--- config.mk ---
export PLATFORM = sky130hd
export DESIGN_NAME = hilo_muldiv_unit
export DESIGN_NICKNAME = d
export VERILOG_FILES = /design/src/rtl/hilo_pkg.sv /design/src/rtl/hilo_mul_seq.sv /design/src/rtl/hilo_div_seq.sv /design/src/rtl/hilo_muldiv_unit.sv
export SDC_FILE = /design/constraint.sdc
export NUM_CORES = 1
export LEC_CHECK = 0
export BUFFER_PORTS_ARGS = -buffer_cell sky130_fd_sc_hd__buf_2
export CAP_MARGIN = 5
export CORE_AREA = 2 2 249 251
export DETAILED_ROUTE_END_ITERATION = 6
export DIE_AREA = 0 0 251 253
export PLACE_DENSITY = 0.54
export SLEW_MARGIN = 0
export SYNTH_ARGS = -nofsm -noshare
export SYNTH_HDL_FRONTEND = slang
export SYNTH_SLANG_ARGS = --single-unit
--- constraint.sdc ---
create_clock -name clk_i -period 3.74 [get_ports clk_i]
set_input_delay 0.935 -clock clk_i [delete_from_list [all_inputs] [get_ports clk_i]]
set_output_delay 0.935 -clock clk_i [all_outputs]
set_load 0.02 [all_outputs]
--- src/rtl/hilo_pkg.sv ---
package hilo_pkg;
  localparam int FUNC_W = 6;

  typedef enum logic [FUNC_W-1:0] {
    F_MFHI  = 6'h10,
    F_MTHI  = 6'h11,
    F_MFLO  = 6'h12,
    F_MTLO  = 6'h13,
    F_MULT  = 6'h18,
    F_MULTU = 6'h19,
    F_DIV   = 6'h1A,
    F_DIVU  = 6'h1B
  } func_e;

  typedef enum logic [1:0] {
    ST_IDLE,
    ST_MUL,
    ST_DIV
  } state_e;
endpackage

--- src/rtl/hilo_mul_seq.sv ---
// Unsigned shift-add multiplier, one multiplier bit per cycle.
module hilo_mul_seq #(
  parameter int W = 32
) (
  input  logic           clk_i,
  input  logic           rst_ni,
  input  logic           start_i,
  input  logic [W-1:0]   a_i,
  input  logic [W-1:0]   b_i,
  output logic           done_o,
  output logic [2*W-1:0] prod_o
);
  localparam int CW = $clog2(W);

  logic          run_q, done_q;
  logic [CW-1:0] cnt_q;
  logic [W-1:0]  a_q, hi_q, lo_q;
  logic [W:0]    sum;

  assign sum = {1'b0, hi_q} + (lo_q[0] ? {1'b0, a_q} : '0);

  always_ff @(posedge clk_i or negedge rst_ni) begin
    if (!rst_ni) begin
      run_q  <= 1'b0;
      done_q <= 1'b0;
      cnt_q  <= '0;
      a_q    <= '0;
      hi_q   <= '0;
      lo_q   <= '0;
    end else begin
      done_q <= 1'b0;
      if (start_i) begin
        a_q   <= a_i;
        hi_q  <= '0;
        lo_q  <= b_i;
        cnt_q <= '0;
        run_q <= 1'b1;
      end else if (run_q) begin
        hi_q  <= sum[W:1];
        lo_q  <= {sum[0], lo_q[W-1:1]};
        cnt_q <= cnt_q + 1'b1;
        if (cnt_q == CW'(W-1)) begin
          run_q  <= 1'b0;
          done_q <= 1'b1;
        end
      end
    end
  end

  assign done_o = done_q;
  assign prod_o = {hi_q, lo_q};
endmodule

--- src/rtl/hilo_div_seq.sv ---
// Unsigned restoring divider, one quotient bit per cycle.
module hilo_div_seq #(
  parameter int W = 32
) (
  input  logic         clk_i,
  input  logic         rst_ni,
  input  logic         start_i,
  input  logic [W-1:0] dividend_i,
  input  logic [W-1:0] divisor_i,
  output logic         done_o,
  output logic [W-1:0] quo_o,
  output logic [W-1:0] rem_o
);
  localparam int CW = $clog2(W);

  logic          run_q, done_q;
  logic [CW-1:0] cnt_q;
  logic [W-1:0]  d_q, rem_q, quo_q;
  logic [W:0]    shifted, diff;
  logic          fits;

  assign shifted = {rem_q, quo_q[W-1]};
  assign diff    = shifted - {1'b0, d_q};
  assign fits    = shifted >= {1'b0, d_q};

  always_ff @(posedge clk_i or negedge rst_ni) begin
    if (!rst_ni) begin
      run_q  <= 1'b0;
      done_q <= 1'b0;
      cnt_q  <= '0;
      d_q    <= '0;
      rem_q  <= '0;
      quo_q  <= '0;
    end else begin
      done_q <= 1'b0;
      if (start_i) begin
        d_q   <= divisor_i;
        rem_q <= '0;
        quo_q <= dividend_i;
        cnt_q <= '0;
        run_q <= 1'b1;
      end else if (run_q) begin
        rem_q <= fits ? diff[W-1:0] : shifted[W-1:0];
        quo_q <= {quo_q[W-2:0], fits};
        cnt_q <= cnt_q + 1'b1;
        if (cnt_q == CW'(W-1)) begin
          run_q  <= 1'b0;
          done_q <= 1'b1;
        end
      end
    end
  end

  assign done_o = done_q;
  assign quo_o  = quo_q;
  assign rem_o  = rem_q;
endmodule

--- src/rtl/hilo_muldiv_unit.sv ---
module hilo_muldiv_unit
  import hilo_pkg::*;
#(
  parameter int W = 32
) (
  input  logic              clk_i,
  input  logic              rst_ni,
  input  logic              start_i,
  input  logic [FUNC_W-1:0] func_i,
  input  logic [W-1:0]      rs_i,
  input  logic [W-1:0]      rt_i,
  output logic              busy_o,
  output logic [W-1:0]      rdata_o,
  output logic              rdata_valid_o
);
  state_e       state_q;
  logic [W-1:0] hi_q, lo_q, rdata_q;
  logic         rvalid_q, neg_a_q, neg_b_q;

  logic           accept, is_mul, is_div, signed_op, neg_a, neg_b;
  logic           mul_start, div_start, mul_done, div_done;
  logic [W-1:0]   a_mag, b_mag, quo, rem, quo_fix, rem_fix;
  logic [2*W-1:0] prod, prod_fix;

  assign accept    = start_i && (state_q == ST_IDLE);
  assign is_mul    = (func_i == F_MULT) || (func_i == F_MULTU);
  assign is_div    = (func_i == F_DIV) || (func_i == F_DIVU);
  assign signed_op = (func_i == F_MULT) || (func_i == F_DIV);
  assign neg_a     = signed_op && rs_i[W-1];
  assign neg_b     = signed_op && rt_i[W-1];
  assign a_mag     = neg_a ? -rs_i : rs_i;
  assign b_mag     = neg_b ? -rt_i : rt_i;
  assign mul_start = accept && is_mul;
  assign div_start = accept && is_div && (rt_i != '0);

  hilo_mul_seq #(.W(W)) i_mul (
    .clk_i   (clk_i),
    .rst_ni  (rst_ni),
    .start_i (mul_start),
    .a_i     (a_mag),
    .b_i     (b_mag),
    .done_o  (mul_done),
    .prod_o  (prod)
  );

  hilo_div_seq #(.W(W)) i_div (
    .clk_i      (clk_i),
    .rst_ni     (rst_ni),
    .start_i    (div_start),
    .dividend_i (a_mag),
    .divisor_i  (b_mag),
    .done_o     (div_done),
    .quo_o      (quo),
    .rem_o      (rem)
  );

  // Sign restore: quotient negative on differing signs, remainder follows dividend.
  assign prod_fix = (neg_a_q ^ neg_b_q) ? -prod : prod;
  assign quo_fix  = (neg_a_q ^ neg_b_q) ? -quo : quo;
  assign rem_fix  = neg_a_q ? -rem : rem;

  always_ff @(posedge clk_i or negedge rst_ni) begin
    if (!rst_ni) begin
      state_q  <= ST_IDLE;
      hi_q     <= '0;
      lo_q     <= '0;
      rdata_q  <= '0;
      rvalid_q <= 1'b0;
      neg_a_q  <= 1'b0;
      neg_b_q  <= 1'b0;
    end else begin
      rvalid_q <= 1'b0;
      if (accept) begin
        case (func_i)
          F_MFHI: begin rdata_q <= hi_q; rvalid_q <= 1'b1; end
          F_MFLO: begin rdata_q <= lo_q; rvalid_q <= 1'b1; end
          F_MTHI: hi_q <= rs_i;
          F_MTLO: lo_q <= rs_i;
          default: ;
        endcase
        if (mul_start || div_start) begin
          neg_a_q <= neg_a;
          neg_b_q <= neg_b;
        end
        if (mul_start) state_q <= ST_MUL;
        else if (div_start) state_q <= ST_DIV;
      end else if (state_q == ST_MUL && mul_done) begin
        hi_q    <= prod_fix[2*W-1:W];
        lo_q    <= prod_fix[W-1:0];
        state_q <= ST_IDLE;
      end else if (state_q == ST_DIV && div_done) begin
        hi_q    <= rem_fix;
        lo_q    <= quo_fix;
        state_q <= ST_IDLE;
      end
    end
  end

  assign busy_o        = (state_q != ST_IDLE);
  assign rdata_o       = rdata_q;
  assign rdata_valid_o = rvalid_q;
endmodule

==> results.cfg, run 1 <==
[outcome]
run_status = finished clean

[yosys]
synth_area_leaders = dfrtp_1 36%, o21ai_0 5.9%, a21oi_1 5.3%
synth_ff_type = dfrtp_1
syn_area_per_cell_um2 = 8.30
yosys.cell_types.count = 68
yosys.area.top_type_share_pct = 36.4
yosysTopAreaCell = dfrtp_1
synth_top_family_by_area = compound AO/OA/AOI/OAI gates
syn_area_mm2 = 0.0211
synthXorXnorAreaFrac_pct = 9.17
synthAdderAreaFrac_pct = 4.52
yosysSeqAreaShare_pct = 36.4
ys_ff_latch = 307
async_reset_ff_share_pct = 100
synth_edf_count = 0
muxShareOfSynthArea_pct = 4.35
syn_inst = 2543
synthSimpleGateAreaFrac_pct = 18.9
yosysWarnings = 0
syn_nets = 2691
synth_compound_area_share_pct = 22.9

[layout]
instances_no_fill = 3486
utilization_pct = 40.3
fillers = 6203
drive_gt1_share_pct = 12.6
n_antenna_cell = 0
final_nets = 2814
area_growth_pct = 16.6

[die]
die_area_mm2 = 0.0635
dieHeight_um = 253
rows = 91
core_area_mm2 = 0.0610
die_x_um = 251
initial_core_util_pct = 34.6
pin_count = 107

[sta]
fin_crit_ps = 3660
worst_pin_slew_ps = 882
fmax_mhz = 273
hold_viol = 0
final.setup_skew_ps = 29.6
slew_viol_final = 0
maxSlewHeadroom_pct = 40.9
setup_viol = 0
rsz0062_at_grt = false
min_period_over_period_pct = 97.9

[place]
place_congestion = 0.956
port_buffers = 106
dp.cells = 3415
dp_hpwl_um = 58000

[power]
p_leak_nw = 10.8
vdd_drop_max_uv = 422
power_density_mw_per_mm2 = 768
total_power_w = 0.0189

[clocking]
numCtsBuffers = 39
cts_tree = built
clk_path_buf_depth = 3
root_buffer = clkbuf_16
ctsHtreeMaxLevel = 2
clk_pin_slew_ps = 60
cts_setup_buffers = 0
clock_latency_ps = 570
clock-sinks = 307

[drt]
drc = 0
vias = 19733
drtAntennaViolNets = 0
drt_iter0_markers = 1587
avgRoutedWirePerCell_um = 21.9
drt-total-wl_um = 76300
firstDrtPassIters = 5
via_per_inst = 5.66

[worst_hold_path]
worstHoldPathType = in2async

[setup_path]
r2r_cells = 8
cp_max_fo = 9
required_ps = 4210
arrival_ps = 4130
critPathLaunch = i_mul.lo_q[8]
criticalPathCategory = reg2reg
r2r_start = i_mul.lo_q[8]
critPathLaunchType = register
rr_endpoint = hi_q[21]
critPathCaptureType = register
endpoint = hi_q[21]
r2r_slack_ps = 80

[global_routing]
antenna_found_initial = 2
grt_max_degree = 99
grt-ovfl-total = 0
grt_pass1_wl_um = 118000
grtUsageTotal_pct = 24.1
grt_pass1_vias = 19158

[flow_run]
cap_violations = 0
-- metal layers --
layer / global-route usage [%] / share of wire, % / vias up
met1: 34.9 / 48 / 9613
met5: 0 / 0.012 / -
met4: 6.63 / 2.4 / 2
met3: 3.31 / 6.1 / 103
li1: - / - / 9381
met2: 37.4 / 44 / 634
-- cells by family after synthesis --
group                    count (synthesis)
multiplexers                            91
flip-flops                             307
AO/OA/AOI/OAI                          793
AND/OR/NAND/NOR                        843
XOR/XNOR                               221
buffers and inverters                  213
adder cells (fa/ha/maj)                 75
-- cell usage after synthesis, types with 48 or more instances --
master      n
dfrtp_1   307
nand2_1   286
o21ai_0   247
a21oi_1   225
nor2_1    215
clkbuf_1  142
xnor2_1   124
xor2_1     97
mux2i_1    85
ha_1       73
a211oi_1   63
inv_1      58
nor3_1     54
nand3_1    50
nor2b_1    50
a31oi_1    48
-- worst max-delay path, stage by stage, from the launching register on --
cell,delay (ps)
dfrtp_1,430
or4_1,640
nor4b_1,720
nand3_1,260
or2_2,450
and2_1,240
a2111oi_0,430
a21oi_1,170
o21ai_0,230
-- final cells by class --
cell class	count	area [um2]	share of cell area [%]
Clock inverter	15	204	0.829
Inverter	59	221	0.900
Tap cell	790	988	4.02
Clock buffer	56	1120	4.55
Sequential cell	307	7690	31.3
Multi-Input combinational cell	2023	12700	51.7
Timing Repair Buffer	236	1670	6.77
-- how the worst min path moves through the flow --
stage / slack [ps] / cells past startpoint / end
2_1_floorplan: 440 / 2 / i_mul.a_q[0]
3_3_place_gp: 460 / 2 / i_mul.a_q[0]
3_5_place_dp: 470 / 2 / i_mul.a_q[0]
4_1_cts: 350 / 1 / lo_q[11]
5_1_grt: 370 / 1 / lo_q[11]
6_report: 330 / 1 / lo_q[11]
-- where the power goes --
group	leakage [nW]	internal, W	switching [W]
registers	3.77	0.00453	0.00149
clock network	0.651	0.00237	0.00159
logic	6.36	0.00368	0.00524
total	10.8	0.0106	0.00831
-- registers in the layout, summed over array words and instances (netlist names) --
signal / cells
rdata_valid_o: 1
i_div.cnt_q: 5
i_mul.a_q: 32
i_mul.lo_q: 32
state_q: 2
i_div.quo_o: 32
i_div.run_q: 1
i_mul.hi_q: 32
neg_a_q: 1
i_div.done_o: 1
i_div.d_q: 32
i_mul.done_o: 1
neg_b_q: 1
hi_q: 32
rdata_o: 32
lo_q: 32
i_mul.run_q: 1
i_div.rem_o: 32
i_mul.cnt_q: 5
-- what timing repair did --
item,CTS,global route
resized for setup,0,3
setup endpoints to repair,0,7
endpoints found under the hold margin,0,0
hold buffers,0,0
-- layout by cell type, fill, tap and decap left out, types with 9 or more instances in the layout --
| master | n |
|---|---|
| o21ai_0 | 247 |
| xnor2_1 | 123 |
| and2_1 | 42 |
| a221o_1 | 10 |
| mux2i_1 | 85 |
| nor2b_1 | 50 |
| o211ai_1 | 14 |
| ha_1 | 73 |
| and3_1 | 13 |
| o41ai_1 | 18 |
| a22oi_1 | 12 |
| clkbuf_1 | 9 |
| a21o_1 | 32 |
| a211oi_1 | 63 |
| o21a_1 | 9 |
| xor2_1 | 96 |
| dfrtp_1 | 304 |
| nand2_1 | 286 |
| buf_4 | 118 |
| nor4_1 | 22 |
| nand4_1 | 12 |
| buf_12 | 12 |
| clkbuf_16 | 39 |
| o31ai_1 | 36 |
| nand2b_1 | 10 |
| inv_1 | 58 |
| or4_1 | 14 |
| nor3_1 | 53 |
| nand3b_1 | 10 |
| buf_2 | 105 |
| nand3_1 | 50 |
| or2_2 | 9 |
| nor2_1 | 214 |
| or3_1 | 26 |
| a21oi_1 | 224 |
| a31oi_1 | 48 |
-- stage by stage --
stage	worst slack (ps)	setup TNS, ps	hold slack, ps	area (um2)
final	78.2	0	329	24600
after global routing	10.6	0	372	24600
after CTS	91.5	0	354	24600
after detailed placement	-75.1	-121	469	23300
after global placement	-154	-277	457	23300
after floorplan	252	0	442	21100
(Power assumes the default switching activity.)
==> run 2: changes to the inputs <==
--- a/config.mk
+++ b/config.mk
@@ -10,7 +10,7 @@
 export CORE_AREA = 2 2 249 251
 export DETAILED_ROUTE_END_ITERATION = 6
 export DIE_AREA = 0 0 251 253
-export PLACE_DENSITY = 0.54
+export PLACE_DENSITY = 0.62
 export SLEW_MARGIN = 0
 export SYNTH_ARGS = -nofsm -noshare
 export SYNTH_HDL_FRONTEND = slang
==> constraint.sdc (replaced) <==
create_clock -name clk_i -period 4.65 [get_ports clk_i]
set_input_delay 1.1625 -clock clk_i [delete_from_list [all_inputs] [get_ports clk_i]]
set_output_delay 1.1625 -clock clk_i [all_outputs]
set_load 0.02 [all_outputs]
==> results.cfg, run 2 (synthesized netlist as in run 1, its figures left out) <==
[place]
port_buffers = 106
place_congestion = 0.966
dp_hpwl_um = 54600

[power]
p_switching_w = 0.00644
power_density_mw_per_mm2 = 611
internal_power_w = 0.00808
pwr-share-comb_pct = 45.8
seqPwrFrac_pct = 34.2
switching_share_pct = 44.3
p_leak_nw = 10.3
vdd_drop_max_uv = 241
clockPowerShare_pct = 20.0
total_power_w = 0.0145

[flow_run]
cap_violations = 0

[die]
die_x_um = 251
pin_count = 107
initial_core_util_pct = 34.6
dieHeight_um = 253
rows = 91
die_area_mm2 = 0.0635
core_area_mm2 = 0.0610

[global_routing]
antenna_found_initial = 7
grt_pass1_wl_um = 113000
grtUsageTotal_pct = 22.8
grt-ovfl-total = 0
grt_pass1_vias = 18556
grt_max_degree = 99

[sta]
hold_viol = 0
worst_pin_slew_ps = 1190
fmax_mhz = 244
setup_viol = 0
slew_viol_final = 0
min_period_over_period_pct = 88.1
final.setup_skew_ps = 17.2
final.setup.tns_ps = 0
maxSlewHeadroom_pct = 20.7
fin_crit_ps = 4100
rsz0062_at_grt = false

[clocking]
clk_path_buf_depth = 3
root_buffer = clkbuf_16
ctsHtreeMaxLevel = 2
clock_latency_ps = 560
numCtsBuffers = 36
cts_tree = built
cts_setup_buffers = 0
cts_resized = 0
clk_pin_slew_ps = 60
clock-sinks = 307
cts_hold_buffers = 0

[drt]
firstDrtPassIters = 5
drt-total-wl_um = 73300
drtAntennaViolNets = 0
avgRoutedWirePerCell_um = 21.6
via_per_inst = 5.84
vias = 19844
drc = 0
drt_iter0_markers = 2079

[layout]
drive_gt1_share_pct = 9.70
area_growth_pct = 12.6
layout_common_cells = 305 x dfrtp_1, 286 x nand2_1, 247 x o21ai_0
final_nets = 2731
final_common_cell = dfrtp_1
fillers = 6181

[setup_path]
required_ps = 5090
arrival_ps = 4540
crit_chain = and2_1 > ha_1 > fa_1 > a21o_1 > a221oi_1 > nor4b_1 > o311ai_0 > buf_4 > a211oi_1 > o211ai_1 > a31oi_1 > xnor2_1 > a21oi_1
critPathLaunchType = register
cp_max_fo = 16
slowest_delay_ps = 680
crit_path_top_delay_cell = dfrtp_1
criticalPathCategory = reg2reg
critPathCaptureType = register

[outcome]
run_status = finished clean

[worst_hold_path]
worstHoldPathType = reg2reg
## run 2: layout make-up
| cell class | count | area, um2 | area share, % |
|---|---|---|---|
| antenna | 2 | 5.00 | 0.0211 |
| clock buffer | 50 | 1030 | 4.35 |
| clock inverter | 13 | 145 | 0.610 |
| inverter | 59 | 221 | 0.932 |
| multi-input combinational | 2023 | 12700 | 53.5 |
| sequential | 307 | 7690 | 32.3 |
| tap | 790 | 988 | 4.16 |
| timing repair buffer | 156 | 978 | 4.12 |
## run 2: worst max-delay path, delay by kind of cell (launching register included)
kind	cells	cell delay [ps]
flip-flops	1	680
XOR/XNOR	1	140
AO/OA/AOI/OAI	7	1670
adder cells (fa/ha/maj)	2	430
AND/OR/NAND/NOR	2	850
buffers and inverters	1	190
## run 2: worst paths after layout
check / start / to / slack, ps / cells past startpoint
worst max-delay path: i_mul.lo_q[0] / i_mul.hi_q[29] / 550 / 13
min in group asynchronous: rst_ni / rdata_o[27] / 620 / 1
max in group asynchronous: rst_ni / i_mul.hi_q[6] / 2910 / 2
worst max register to register: i_mul.lo_q[0] / i_mul.hi_q[29] / 550 / 13
worst min register to register: lo_q[15] / lo_q[15] / 480 / 2
worst min-delay path: lo_q[15] / lo_q[15] / 480 / 2
## run 2: stage by stage
step / hold slack (ps) / util, % / instance area [um2] / setup WS [ps] / std cells
2_1_floorplan: 442 / - / 21100 / 934 / 2543
3_3_place_gp: 459 / 37.0 / 22600 / 356 / 3335
3_5_place_dp: 468 / 37.0 / 22600 / 425 / 3335
4_1_cts: 482 / 38.9 / 23800 / 613 / 3398
5_1_grt: 496 / 39.0 / 23800 / 310 / 3399
6_report: 478 / 39.0 / 23800 / 551 / 3400
## run 2: power by group through the flow
stage          sequential, W  clock (W)  combinational (W)
2_1_floorplan        0.00455          0            0.00478
5_1_grt              0.00512    0.00304            0.00734
3_3_place_gp         0.00492          0            0.00641
3_5_place_dp         0.00498          0            0.00652
6_report             0.00497    0.00290            0.00665
4_1_cts              0.00494    0.00295            0.00655
## run 2: per-layer routing
| layer | track usage [%] | wire [um] | up-vias | part of all wire [%] |
|---|---|---|---|---|
| li1 | - | - | 9227 | - |
| met5 | 0 | 50 | - | 0.068 |
| met3 | 3.73 | 5560 | 126 | 7.6 |
| met4 | 6.31 | 1990 | 8 | 2.7 |
| met2 | 34.9 | 31900 | 797 | 43 |
| met1 | 33.2 | 33900 | 9686 | 46 |
